$ cat config.mk
export PLATFORM = sky130hd
export DESIGN_NAME = int_vector_ctrl
export DESIGN_NICKNAME = d
export VERILOG_FILES = /design/src/rtl/int_vector_ctrl.sv
export SDC_FILE = /design/constraint.sdc
export NUM_CORES = 1
export LEC_CHECK = 0
export BUFFER_PORTS_ARGS = -buffer_cell sky130_fd_sc_hd__buf_2
export CELL_PAD_IN_SITES_DETAIL_PLACEMENT = 1
export CELL_PAD_IN_SITES_GLOBAL_PLACEMENT = 1
export CORE_MARGIN = 2
export CORE_UTILIZATION = 51
export CTS_CLUSTER_SIZE = 12
export DETAILED_ROUTE_END_ITERATION = 12
export GPL_ROUTABILITY_DRIVEN = 0
export PLACE_DENSITY_LB_ADDON = 0.15
export SKIP_CTS_REPAIR_TIMING = 1
export SLEW_MARGIN = 30
export SYNTH_ARGS = -nofsm -noshare
export SYNTH_HDL_FRONTEND = slang
export SYNTH_SLANG_ARGS = --single-unit
export TNS_END_PERCENT = 1
$ cat constraint.sdc
create_clock -name clk -period 53.2 [get_ports clk]
set_input_delay 7.98 -clock clk [delete_from_list [all_inputs] [get_ports clk]]
set_output_delay 7.98 -clock clk [all_outputs]
set_load 0.01 [all_outputs]
$ cat src/rtl/int_vector_ctrl.sv
module int_vector_ctrl #(
  parameter int NREQ = 16,
  parameter int LVLW = 3,
  localparam int CHW = $clog2(NREQ)
) (
  input  logic            clk,
  input  logic            rst_n,
  input  logic [NREQ-1:0] req_i,
  input  logic            trap_i,
  input  logic            swi_i,
  input  logic [2:0]      accv_i,
  input  logic            sysc_i,
  input  logic            xirq_i,
  input  logic            x_mask_i,
  input  logic            i_mask_i,
  input  logic [LVLW-1:0] cpu_level_i,
  input  logic            ack_i,
  input  logic            cfg_we_i,
  input  logic [7:0]      cfg_addr_i,
  input  logic [7:0]      cfg_wdata_i,
  output logic [7:0]      cfg_rdata_o,
  output logic [15:0]     vec_o,
  output logic            cpu_irq_o,
  output logic            cop_valid_o,
  output logic [CHW-1:0]  cop_chan_o,
  output logic            wake_o
);

  logic [7:0]      base_q;
  logic [LVLW-1:0] lvl_q [NREQ];
  logic [NREQ-1:0] route_q;
  logic [NREQ-1:0] enabled;

  always_ff @(posedge clk or negedge rst_n) begin
    if (!rst_n) begin
      base_q  <= 8'hFF;
      route_q <= '0;
      for (int i = 0; i < NREQ; i++) lvl_q[i] <= '0;
    end else if (cfg_we_i) begin
      if (cfg_addr_i == 8'd0) base_q <= cfg_wdata_i;
      for (int i = 0; i < NREQ; i++) begin
        if (cfg_addr_i == 8'(i + 1)) begin
          lvl_q[i]   <= cfg_wdata_i[LVLW-1:0];
          route_q[i] <= (i == NREQ - 1) ? 1'b0 : cfg_wdata_i[7];
        end
      end
    end
  end

  always_comb begin
    cfg_rdata_o = (cfg_addr_i == 8'd0) ? base_q : 8'h00;
    for (int i = 0; i < NREQ; i++) begin
      if (cfg_addr_i == 8'(i + 1)) begin
        cfg_rdata_o    = 8'(lvl_q[i]);
        cfg_rdata_o[7] = route_q[i];
      end
    end
  end

  for (genvar g = 0; g < NREQ; g++) begin : g_en
    assign enabled[g] = (lvl_q[g] != '0);
  end

  logic            m_hit;
  logic [CHW-1:0]  m_idx;
  logic [LVLW-1:0] m_lvl;
  logic [LVLW-1:0] c_lvl;

  always_comb begin
    m_hit = 1'b0;
    m_idx = '0;
    m_lvl = '0;
    for (int i = 0; i < NREQ; i++) begin
      if (req_i[i] && !route_q[i] && lvl_q[i] > cpu_level_i && lvl_q[i] >= m_lvl) begin
        m_hit = 1'b1;
        m_idx = CHW'(i);
        m_lvl = lvl_q[i];
      end
    end
  end

  always_comb begin
    cop_valid_o = 1'b0;
    cop_chan_o  = '0;
    c_lvl       = '0;
    for (int i = 0; i < NREQ; i++) begin
      if (req_i[i] && route_q[i] && enabled[i] && lvl_q[i] >= c_lvl) begin
        cop_valid_o = 1'b1;
        cop_chan_o  = CHW'(i);
        c_lvl       = lvl_q[i];
      end
    end
  end

  logic [7:0] off;

  always_comb begin
    cpu_irq_o = 1'b1;
    if (trap_i)                   off = 8'hF8;
    else if (swi_i)               off = 8'hF6;
    else if (accv_i[0])           off = 8'h14;
    else if (accv_i[1])           off = 8'h16;
    else if (accv_i[2])           off = 8'h18;
    else if (sysc_i)              off = 8'h12;
    else if (xirq_i && !x_mask_i) off = 8'hF4;
    else if (m_hit && !i_mask_i)  off = 8'h1A + 8'({m_idx, 1'b0});
    else begin
      off       = 8'h10;
      cpu_irq_o = 1'b0;
    end
  end

  always_ff @(posedge clk or negedge rst_n) begin
    if (!rst_n)     vec_o <= 16'hFFFE;
    else if (ack_i) vec_o <= {base_q, off};
  end

  assign wake_o = |(req_i & enabled) | xirq_i;


  vec_hold_chk: assert property (@(posedge clk) disable iff (!rst_n)
    !ack_i |=> $stable(vec_o));

  vec_base_chk: assert property (@(posedge clk) disable iff (!rst_n)
    ack_i |=> vec_o[15:8] == $past(base_q));

  irq_route_chk: assert property (@(posedge clk) disable iff (!rst_n)
    !route_q[NREQ-1]);

  cop_pick_chk: assert property (@(posedge clk) disable iff (!rst_n)
    cop_valid_o |-> req_i[cop_chan_o] && route_q[cop_chan_o]);

  wake_x_chk: assert property (@(posedge clk) disable iff (!rst_n)
    xirq_i |-> wake_o);

endmodule

Yosys cells after proc, flatten, opt, wreduce, memory -nomap -nowiden
Index checks and enable logic that the tools add are counted.
Cells by class
  add/sub/neg operators: 1
  magnitude comparators: 46
  eq/ne operators: 16
  muxes and demuxes: 122
  bitwise operators: 2
  reduce and logical (&&, ||, !) cells: 146
Operators by type and width (number)
  $mux W8: 24
  $mux W4: 27
  $logic_and A1 B1 Y1: 94
  $ge A3 B3 Y1: 29
  $mux W3: 29
  $eq A8 B4 Y1 const B: 8
  $gt A3 B3 Y1: 16
  $reduce_bool A3 Y1: 16
  $mux W1: 41
  $reduce_and A2 Y1: 17
  $eq A8 B3 Y1 const B: 4
  $logic_not A1 Y1: 17
  $and A16 B16 Y16: 1
  $eq A8 B2 Y1 const B: 2
  $reduce_or A16 Y1: 1
  $eq A8 B1 Y1 const B: 1
  $eq A8 B5 Y1 const B: 1
  $logic_not A8 Y1: 1
  $add A5 B5 Y6 const A: 1
  $mux W6: 1
  $ge A3 B1 Y1 const B: 1
  $or A1 B1 Y1: 1
Storage, ports and cells
  bits in registers: 87
  output and inout port bits: 31
  word-level logic and storage cells: 366

Depth between registers and ports, before layout
Gate-level depths: netlist of the first run.
  word-level depth: 59
  mapped depth: 107
  depth with buffers taken out: 107

Worst setup path after synthesis of the first run
No wires, ideal clock.
  path type: in2out
  start: input cpu_level_i[1]
  end: output cpu_irq_o
  arrival: 30816 ps
  data required time: 45220 ps
  slack: 14404 ps
  stages on the path: 103
  path buffers: 0
  cells stage by stage: inv_1 > ha_1 > nand3_1 > o21ai_0 > nor3b_4 > inv_1 > ha_1 > nand2_1 > o21ai_1 > nand3_2 > o21ai_0 > ha_1 > nand2b_1 > o21ai_0 > nor2_1 > o21ai_1 > mux2_2 > ha_1 > [67 not listed] > o22ai_1 > mux2_4 > ha_1 > nand2b_1 > a21oi_1 > nor2b_1 > o221ai_1 > mux2_4 > ha_1 > nand2b_1 > a21oi_1 > nor2b_1 > o2111ai_1 > nand3_1 > a2111o_1 > a211oi_2 > a21oi_2 > nand2b_1
On the way
  longest elaborated chain between the ends: 58
  elaborated cells on any way between the ends: 103
Ends and longest elaborated chain
  start, declared: line 16  | input logic [LVLW-1:0] cpu_level_i,
  $gt A3 B3 Y1: line 74  | if (req_i[i] && !route_q[i] && lvl_q[i] > cpu_level_i && lvl_q[i] >= m_lvl) begin
  $logic_and A1 B1 Y1 (2 in a row): line 74
  $mux W3: line 74
  $ge A3 B3 Y1: line 74
  $logic_and A1 B1 Y1: line 74
  $mux W3: line 74
  $ge A3 B3 Y1: line 74
  $logic_and A1 B1 Y1: line 74
  [41 not listed]
  $mux W1 *: line 106  | else if (m_hit && !i_mask_i) off = 8'h1A + 8'({m_idx, 1'b0});
  $mux W1 *: line 105  | else if (xirq_i && !x_mask_i) off = 8'hF4;
  $mux W1 *: line 104  | else if (sysc_i) off = 8'h12;
  $mux W1 *: line 103  | else if (accv_i[2]) off = 8'h18;
  $mux W1 *: line 102  | else if (accv_i[1]) off = 8'h16;
  $mux W1 *: line 101  | else if (accv_i[0]) off = 8'h14;
  $mux W1 *: line 100  | else if (swi_i) off = 8'hF6;
  $mux W1 *: line 99  | if (trap_i) off = 8'hF8;
  end, declared: line 23  | output logic cpu_irq_o,
Mark *: on every way between the ends. The rest lies on a longest branch, timed or not.

Worst setup path in the final report of the first run
  start: input cpu_level_i[0]
  end: output cpu_irq_o
The elaborated chain is that of the path after synthesis.

==> out/metrics.yaml, run 1 <==
status:
  outcome: "finished, final reports clean"
critical_path:
  crit-reg2reg-launch: "lvl_q[45]"
  r2r_cells: 104
  end_kind: "output port"
  crit_slowest_cell: "nor4b_1"
  cp_data_arrival_time_ns: 33.76
  path_class: "in -> out"
  regToRegSetupSlack_ns: 27.09
  start_kind: "input pin"
  path_common_cell: "ha_1"
  cp_top_family: "compound AO/OA/AOI/OAI gates"
  slowest_delay_ns: 0.68
  worstPathMaxFanout: 16
  required_ns: 45.22
  worstReg2RegEnd: "vec_o[1]"
  crit_buf_inv: 3
pwr:
  vdd_drop_max_uv: 25.2
  power_density_mw_per_mm2: 18.5
  leakagePower_uw: 0.00457
  total_power_uw: 185
layout:
  drive_gt1_share_pct: 24.7
  final_design_area_no_fill_mm2: 0.00998
  area_delta_synth_final_pct: 10.0
  fill_cells: 2033
  diodes: 0
  nets: 1239
placement:
  placed_area_mm2: 0.00967
  hpwl_um: 23500
  io_buffers: 77
yosys:
  synth_top_cell_area_share_pct: 17.4
  synthArstFlopShare_pct: 100
  yosysWarnings: 0
  synth_area_mm2: 0.00907
  synth_top_cell_by_area: "dfrtp_1"
  synthCells: 1006
  syn-mean-instance-area_um2: 9.02
  ys_dominant_reg_cell: "dfrtp_1"
  synth_fp_nets: 1172
  synth-edff-count: 0
  yosysSeqAreaShare_pct: 23.7
  synth_area_leaders: "dfrtp_1, ha_1, mux2_2"
  synth_cell_type_count: 82
  yosysMostFrequentCell: "ha_1"
  synthTopCellsByCount: "ha_1, mux2_2, nand2_1"
  ys_ff_latch: 85
detailed_routing:
  vias_per_cell: 6.48
  firstDrtPassIters: 5
  wire_per_inst_um: 23.5
  drtIter0Drc: 494
  drt-total-wl_um: 30700
  drc: 0
  vias: 8440
  detail-route-antenna-nets: 0
cts:
  worstSkewPairLatency_ns: 0.36
  clk_pin_slew_ns: 0.07
  clock-sinks: 85
  clockBufferDepth: 2
  cts_buffers: 9
  root_buffer: "clkbuf_16"
  cts_tree: "built"
  h-tree-depth: 3
sta:
  fin_worst_skew_ns: 0.00930
  finalSetupViolations: 0
  rsz0062_at_grt: "no"
  fin_crit_sh_pct: 78.5
  finalHoldViolations: 0
  timing.final.crit_period_ns: 41.74
  fin_tns_setup_ns: 0
  relSlewSlack_pct: 29.5
  fmax_mhz: 24.0
  maxSlewViolCount: 0
  worstMarginPinSlew_ns: 1.04
hold_path:
  holdPathEnd: "route_q[3]"
  hp-class: "reg -> reg"
  min_path_cells: 1
  worstHoldStart: "route_q[3]"
floorplan:
  dieWidth_um: 137
  die_y_um: 137
  boundaryPins: 79
  rows: 48
  core_mm2: 0.0174
  die-area_mm2: 0.0189
  floorplan.initialDensity_pct: 52.3
global_route:
  grt_first_pass_wirelength_um: 47800
  grt_overflow: 0
  antenna_found_initial: 0
  grt_max_degree: 44
  grtUsageTotal_pct: 33.5
  grt_pass1_vias: 8484
run:
  drv_cap: 0
## power breakdown
group	internal (uW)	leakage [uW]	total (uW)	switching, uW
logic	19.3	0.00333	46.8	27.5
clock network	33.4	0.000149	63.8	30.4
registers	68.7	0.00110	74.4	5.73
total	121	0.00457	185	63.7
## cell usage in the layout (no fill, tap or decap), types with 4 or more instances in the layout
cell type  synthesis  final
nand4_1            4      4
buf_2              1     76
o31ai_1            6      6
a31oi_1           10     10
nand3_1           29     29
clkbuf_16          0      9
mux2i_1           20     20
nor4bb_1           5      5
inv_1             70     70
o211ai_1           8      8
and3_1            13     13
nand2_1           81     81
nand2b_1          35     35
or2_2              5      5
mux2_2           107    107
dfrtp_1           63     63
o21ai_0           42     42
mux4_2             7      7
o2111ai_1          5      5
o21ai_1            7      7
buf_4              2      6
a221oi_1           5      5
ha_1             118    118
and2_1            11     11
o21a_1            12     12
a21o_1            24     24
nor3b_1            4      4
a21oi_1           59     59
nor3_1            17     17
a211oi_1           6      6
nor2_1            61     61
dfstp_2           22     22
o31a_1            12     12
nand3b_1           6      6
nor2b_1           18     18
nor4_1             7      6
## registers in the layout, summed over array words and instances, names as in the netlist
name and cells:
route_q 15, base_q 8, vec_o 14, lvl_q 48
## area by class of cell
cell class / count / area (um^2) / area share, %
inverters: 71 / 267 / 2.67
clock buffers: 9 / 225 / 2.26
repair buffers: 82 / 425 / 4.26
flip-flops and latches: 85 / 2150 / 21.6
clock inverters: 7 / 76.3 / 0.765
multi-input cells: 824 / 6550 / 65.6
well taps: 225 / 282 / 2.82
## per-stage QoR
| step | instances | worst slack, ns | hold WS (ns) | utilization [%] |
|---|---|---|---|---|
| after floorplan | 1006 | 14.40 | 0.479 | - |
| after global placement | 1287 | 12.68 | 0.489 | 55.7 |
| after detailed placement | 1287 | 11.78 | 0.508 | 55.7 |
| after CTS | 1303 | 11.70 | 0.527 | 57.5 |
| after global routing | 1303 | 9.64 | 0.554 | 57.5 |
| final | 1303 | 11.46 | 0.529 | 57.5 |
## worst max path at each step
| stage | start | endpoint | slack, ns | depth (start not counted) |
|---|---|---|---|---|
| detailed placement | cpu_level_i[0] | cpu_irq_o | 11.78 | 104 |
| global route | cpu_level_i[1] | cpu_irq_o | 9.64 | 106 |
| CTS | cpu_level_i[0] | cpu_irq_o | 11.70 | 104 |
| finish | cpu_level_i[0] | cpu_irq_o | 11.46 | 104 |
| global placement | cpu_level_i[1] | cpu_irq_o | 12.68 | 105 |
| floorplan | cpu_level_i[1] | cpu_irq_o | 14.40 | 103 |
## routing by layer
| layer | track usage [%] | wire length [um] |
|---|---|---|
| met1 | 45.6 | 13900 |
| met2 | 55.5 | 14300 |
| met3 | 3.97 | 1580 |
| met4 | 10.9 | 859 |
| met5 | 0 | 0 |
## cell families after synthesis
logic type	count (synthesis)	synth area share, %
simple gates	313	18.0
compound gates	248	19.2
mux	138	18.0
fa+ha+maj	123	16.9
buf+inv	97	4.11
flops	85	23.7
other cells	1	0.0413
xor+xnor	1	0.0965
Note: power is estimated with default switching activity, not from simulation.
==> run 2, diff against run 1 <==
- ABC_AREA: default -> 1
- CORE_UTILIZATION: 51 -> 40
- clock period: 53.2 -> 35.8 ns (I/O delays scaled with it)
==> out/metrics.yaml, run 2 <==
status:
  outcome: "finished, final reports clean"
detailed_routing:
  met3_length_um: 913  # -42%
  vias: 8894  # +5.4%
  firstDrtPassIters: 4  # -1
  drt-total-wl_um: 29600  # -3.6%
  vias_per_cell: 5.52  # -15%
  wirelength_met1_um: 13700  # -1.4%
  wl_met2_um: 14200  # -0.50%
  routed.top_layer: "met4"
  detail-route-antenna-nets: 0  # unchanged
  drc: 0  # unchanged
  wire_per_inst_um: 18.3  # -22%
  drtIter0Drc: 438  # -11%
critical_path:
  worstReg2RegEnd: "vec_o[2]"
  worstPathMaxFanout: 16  # unchanged
  r2r_cells: 131  # +26%
  crit_slowest_cell: "buf_2"
  regToRegSetupSlack_ns: 18.45  # -8.64 ns
  path_class: "in -> out"
  end_kind: "output port"
  cp_data_arrival_time_ns: 22.50  # -11.26 ns
  required_ns: 30.43  # -14.79 ns
  crit-reg2reg-launch: "lvl_q[47]"
  start_kind: "input pin"
  slowest_delay_ns: 0.48  # -0.20 ns
hold_path:
  min_path_cells: 2  # +1
  holdPathEnd: "vec_o[15]"
  hp-class: "reg -> reg"
  worstHoldStart: "vec_o[15]"
floorplan:
  die-area_mm2: 0.0229  # +21%
  rows: 53  # +10%
  die_y_um: 151  # +10%
  floorplan.initialDensity_pct: 41.0  # -11 points
  boundaryPins: 79  # unchanged
  dieWidth_um: 151  # +10%
  core_mm2: 0.0212  # +22%
layout:
  nets: 1497  # +21%
  stdcell_count: 1611  # +24%
  fin_util_pct: 45.8  # -12 points
  regArea_mm2: 0.00215  # unchanged
  multi_input_area_mm2: 0.00583  # -11%
  reg_top3: "lvl_q x48, route_q x15, vec_o x14"
  area_delta_synth_final_pct: 11.5
  layout_commonest_cell: "nand2_1"
  layout_common_cells: "nand2_1, inv_1, o21ai_0, ha_1, nor2_1"
  fill_cells: 2805  # +38%
  diodes: 0  # unchanged
  top_register: "lvl_q"
  drive_gt1_share_pct: 15.2  # -9.5 points
  largest_reg_flops: 48  # unchanged
placement:
  io_buffers: 77  # unchanged
  place_inst: 1595  # +24%
  hpwl_um: 23300  # -1.1%
yosys:
  synthTopCellsByCount: "nand2_1, inv_1, o21ai_0"
  yosysMostFrequentCell: "nand2_1"
  synth_top_cell_by_area: "dfrtp_1"
  synth_area_mm2: 0.00868  # -4.3%
  ys_dominant_reg_cell: "dfrtp_1"
  synth_fp_nets: 1418  # +21%
  yosysSeqAreaShare_pct: 24.8  # +1.1 points
  yosysWarnings: 0  # unchanged
  ys_ff_latch: 85  # unchanged
  synthArstFlopShare_pct: 100  # unchanged
  synth-edff-count: 0  # unchanged
  synth_cell_type_count: 49  # -40%
  syn-mean-instance-area_um2: 6.93  # -23%
  synth_top_cell_area_share_pct: 18.2  # +0.79 points
  synth_area_leaders: "dfrtp_1, ha_1, nand2_1"
  synthCells: 1252  # +24%
cts:
  clockBufferDepth: 2  # unchanged
  root_buffer: "clkbuf_16"
  h-tree-depth: 3  # unchanged
  clk_pin_slew_ns: 0.08  # about the same
  cts_tree: "built"
  clock-sinks: 85  # unchanged
  cts_buffers: 9  # unchanged
  worstSkewPairLatency_ns: 0.36  # about the same
sta:
  relSlewSlack_pct: 40.5  # +11 points
  fin_crit_sh_pct: 77.9
  fmax_mhz: 35.9
  rsz0062_at_grt: "no"
  maxSlewViolCount: 0  # unchanged
  fin_tns_setup_ns: 0  # unchanged
  fin_worst_skew_ns: 0.0109  # +0.00160 ns
  worstMarginPinSlew_ns: 0.891  # -0.152 ns
  finalSetupViolations: 0  # unchanged
  timing.final.crit_period_ns: 27.87
  finalHoldViolations: 0  # unchanged
global_route:
  grt_max_degree: 65  # +48%
  grt_overflow: 0  # unchanged
  grt_pass1_vias: 8951  # +5.5%
  antenna_found_initial: 0  # unchanged
  grt_first_pass_wirelength_um: 46900  # -2.0%
  grtUsageTotal_pct: 26.5  # -7.0 points
pwr:
  power_density_mw_per_mm2: 30.7  # +66%
  vdd_drop_max_uv: 23.1  # -8.4%
  leakagePower_uw: 0.00501  # +9.5%
run:
  drv_cap: 0  # unchanged
[run 2: cell types whose count changed in the layout (fill, tap and decap cells not counted), sizes merged, moves of 24 or more]
cell,delta
a21o,-24
o21ai,+115
mux2,-110
inv,+100
nand3,+63
nand2,+282
nand2b,-35
nor2,+37
[run 2: how the worst max path moves through the flow]
stage / startpoint / endpoint / slack, ns / cells past startpoint
6_report: cpu_level_i[0] / cpu_irq_o / 7.93 / 127
5_1_grt: cpu_level_i[0] / cpu_irq_o / 5.92 / 132
4_1_cts: cpu_level_i[0] / cpu_irq_o / 7.86 / 128
3_5_place_dp: cpu_level_i[0] / cpu_irq_o / 7.91 / 128
3_3_place_gp: cpu_level_i[0] / cpu_irq_o / 8.24 / 123
2_1_floorplan: cpu_level_i[2] / cpu_irq_o / 10.67 / 128
[run 2: cell families (layout without fill, tap and decap cells)]
| kind of cell | Yosys count | count (layout) | synth area share (%) |
|---|---|---|---|
| fa+ha+maj | 118 | 118 | 17.0 |
| flops | 85 | 85 | 24.8 |
| buf+inv | 182 | 266 | 8.04 |
| compound gates | 282 | 282 | 18.9 |
| other cells | 1 | 1 | 0.0432 |
| simple gates | 584 | 584 | 31.2 |
[run 2: area by class of cell]
class                           instances  share of cell area [%]
Clock buffer                           10                    2.58
Multi-Input combinational cell        985                    60.2
Clock inverter                          6                   0.594
Timing Repair Buffer                   80                    4.24
Inverter                              170                    6.59
Tap cell                              275                    3.55
Sequential cell                        85                    22.3
[run 2: per-stage QoR]
step                hold WS [ns]  cell area [um^2]  setup WS, ns  power (uW)
CTS                        0.476              9680          7.86         300
floorplan                  0.446              8680         10.67         171
global route               0.492              9680          5.92         317
finish                     0.471              9680          7.93         298
global placement           0.454              9380          8.24         196
detailed placement         0.460              9380          7.91         199
[run 2: where the power goes]
part / leakage, uW / internal (uW) / switching (uW) / total (uW)
sequential: 0.00110 / 102 / 7.31 / 109
combinational: 0.00376 / 31.4 / 57.2 / 88.6
clock: 0.000153 / 53.2 / 46.5 / 99.7
[run 2: routing by layer]
| layer | vias to the layer above | GRT usage [%] |
|---|---|---|
| met2 | 155 | 45.4 |
| li1 | 4393 | - |
| met4 | 0 | 8.60 |
| met5 | - | 0 |
| met1 | 4301 | 35.1 |
| met3 | 45 | 2.56 |
[run 2: worst max-delay path, delay by kind of cell]
kind | cells | cell delay [ns]
AO/OA/AOI/OAI | 27 | 4.42
adder cells (fa/ha/maj) | 16 | 4.88
buffers and inverters | 20 | 1.73
AND/OR/NAND/NOR | 64 | 6.13
==> run 3, diff against run 2 <==
- clock period: 35.8 -> 25.4 ns (I/O delays scaled with it)
==> out/metrics.yaml, run 3 (same netlist as run 2, synthesis figures left out) <==
status:
  outcome: "finished, final reports clean"
sta:
  setup_ws_ns: 1.72  # -6.21 ns
  finalHoldViolations: 0  # unchanged
  finalSetupViolations: 0  # unchanged
  maxSlewViolCount: 0  # unchanged
  relSlewSlack_pct: 41.0  # +0.44 points
  fin_worst_skew_ns: 0.00841  # -0.00249 ns
  fmax_mhz: 42.2
  worstMarginPinSlew_ns: 0.885  # -0.00654 ns
  timing.final.crit_period_ns: 23.68
  fin_crit_sh_pct: 93.2
  holdWs_ns: 0.469  # -0.00155 ns
critical_path:
  crit-reg2reg-launch: "lvl_q[47]"
  start_kind: "input pin"
  path_common_cell: "nand2_1"
  slowest_delay_ns: 0.33  # -0.15 ns
  end_kind: "output port"
  worstPathMaxFanout: 16  # unchanged
  cp_data_arrival_time_ns: 19.87  # -2.63 ns
  required_ns: 21.59  # -8.84 ns
  path_class: "in -> out"
  crit_slowest_cell: "ha_1"
  startpoint: "cpu_level_i[0]"
layout:
  largest_reg_flops: 48  # unchanged
  fill_cells: 2786  # -0.68%
  top_register: "lvl_q"
  fin_util_pct: 46.3  # +0.57 points
  multi_input_area_mm2: 0.00586  # +0.52%
  reg_top3: "lvl_q x48, route_q x15, vec_o x14"
  stdcell_count: 1619  # +0.50%
  layout_common_cells: "nand2_1, inv_1, o21ai_0, ha_1, nor2_1"
  nets: 1505  # +0.53%
  regArea_mm2: 0.00215  # unchanged
  diodes: 0  # unchanged
  drive_gt1_share_pct: 16.1  # +0.95 points
  layout_commonest_cell: "nand2_1"
  area_delta_synth_final_pct: 12.9
detailed_routing:
  drc: 0  # unchanged
  drtIter0Drc: 378  # -14%
  vias_per_cell: 5.47  # -0.87%
  drt-total-wl_um: 29800  # +0.69%
  firstDrtPassIters: 5  # +1
  detail-route-antenna-nets: 0  # unchanged
  wirelength_met1_um: 14200  # +3.4%
  met3_length_um: 658  # -28%
  wire_per_inst_um: 18.4  # +0.19%
  wl_met2_um: 14700  # +3.5%
  routed.top_layer: "met4"
  vias: 8860  # -0.38%
floorplan:
  boundaryPins: 79  # unchanged
  die-area_mm2: 0.0229  # unchanged
  die_y_um: 151  # unchanged
  dieWidth_um: 151  # unchanged
  rows: 53  # unchanged
  floorplan.initialDensity_pct: 41.0  # unchanged
  core_mm2: 0.0212  # unchanged
global_route:
  grt_max_degree: 58  # -11%
  grt_overflow: 0  # unchanged
  antenna_found_initial: 0  # unchanged
  grt_first_pass_wirelength_um: 47000  # +0.28%
  grtUsageTotal_pct: 26.6  # about the same
  grt_pass1_vias: 8858  # -1.0%
hold_path:
  hp-class: "reg -> reg"
  worstHoldStart: "vec_o[9]"
cts:
  clk_pin_slew_ns: 0.07  # about the same
  root_buffer: "clkbuf_16"
  worstSkewPairLatency_ns: 0.35  # about the same
  h-tree-depth: 3  # unchanged
  clock-sinks: 85  # unchanged
  clockBufferDepth: 2  # unchanged
  cts_tree: "built"
  cts_buffers: 9  # unchanged
run:
  drv_cap: 0  # unchanged
pwr:
  power_density_mw_per_mm2: 43.2  # +41%
  leakagePower_uw: 0.00506  # +1.0%
  total_power_uw: 424  # +42%
  vdd_drop_max_uv: 33.9  # +47%
placement:
  pre_cts_slack_ns: 0.688  # -7.23 ns
  place_inst: 1596  # +0.063%
  hpwl_um: 23300  # about the same
  io_buffers: 77  # unchanged
## run 3: cell count changes in the layout (fill, tap and decap cells not counted), moves of 2 or more
cell     delta
buf_4       +5
o21ai_2     +5
nand2_1     -2
o21ai_1     +5
o21ai_0    -10
nand2_2     +2
buf_12      +2
## run 3: per-layer routing
| metal | global-route usage (%) | vias to the layer above |
|---|---|---|
| met5 | 0 | - |
| met4 | 4.11 | 0 |
| met3 | 2.65 | 16 |
| met2 | 46.7 | 109 |
| met1 | 35.9 | 4321 |
| li1 | - | 4414 |
## run 3: worst max-delay path, delay by kind of cell
family          cells  cell delay [ns]
compound gates     26             3.37
fa+ha+maj          16             4.54
buf+inv            21             1.53
simple gates       73             6.53
## run 3: through the flow
stage,setup TNS (ns),area (um^2)
floorplan,0,8680
global placement,0,9380
detailed placement,0,9380
CTS,0,9690
global route,-0.0366,9800
finish,0,9800
## run 3: path summary, 6_finish.rpt
path                             end  slack [ns]  cells past startpoint
hold reg to reg             vec_o[9]        0.47                      2
setup / recovery           cpu_irq_o        1.72                    136
hold / removal              vec_o[9]        0.47                      2
min in group asynchronous  lvl_q[43]        3.40                      1
max in group asynchronous  lvl_q[45]       20.86                      2
setup reg to reg            vec_o[3]        8.68                    137
## run 3: cell type report
class                   instances  share of cell area (%)
repair buffers                 88                    5.13
well taps                     275                    3.51
clock buffers                  10                    2.34
multi-input cells             985                    59.8
clock inverters                 6                   0.779
inverters                     170                    6.51
flip-flops and latches         85                    22.0
## run 3: power breakdown
part           switching [uW]  internal, uW  leakage [uW]
clock network            62.6          78.5      0.000150
logic                    82.2          46.3       0.00381
registers                10.4           144       0.00110
total                     155           269       0.00506
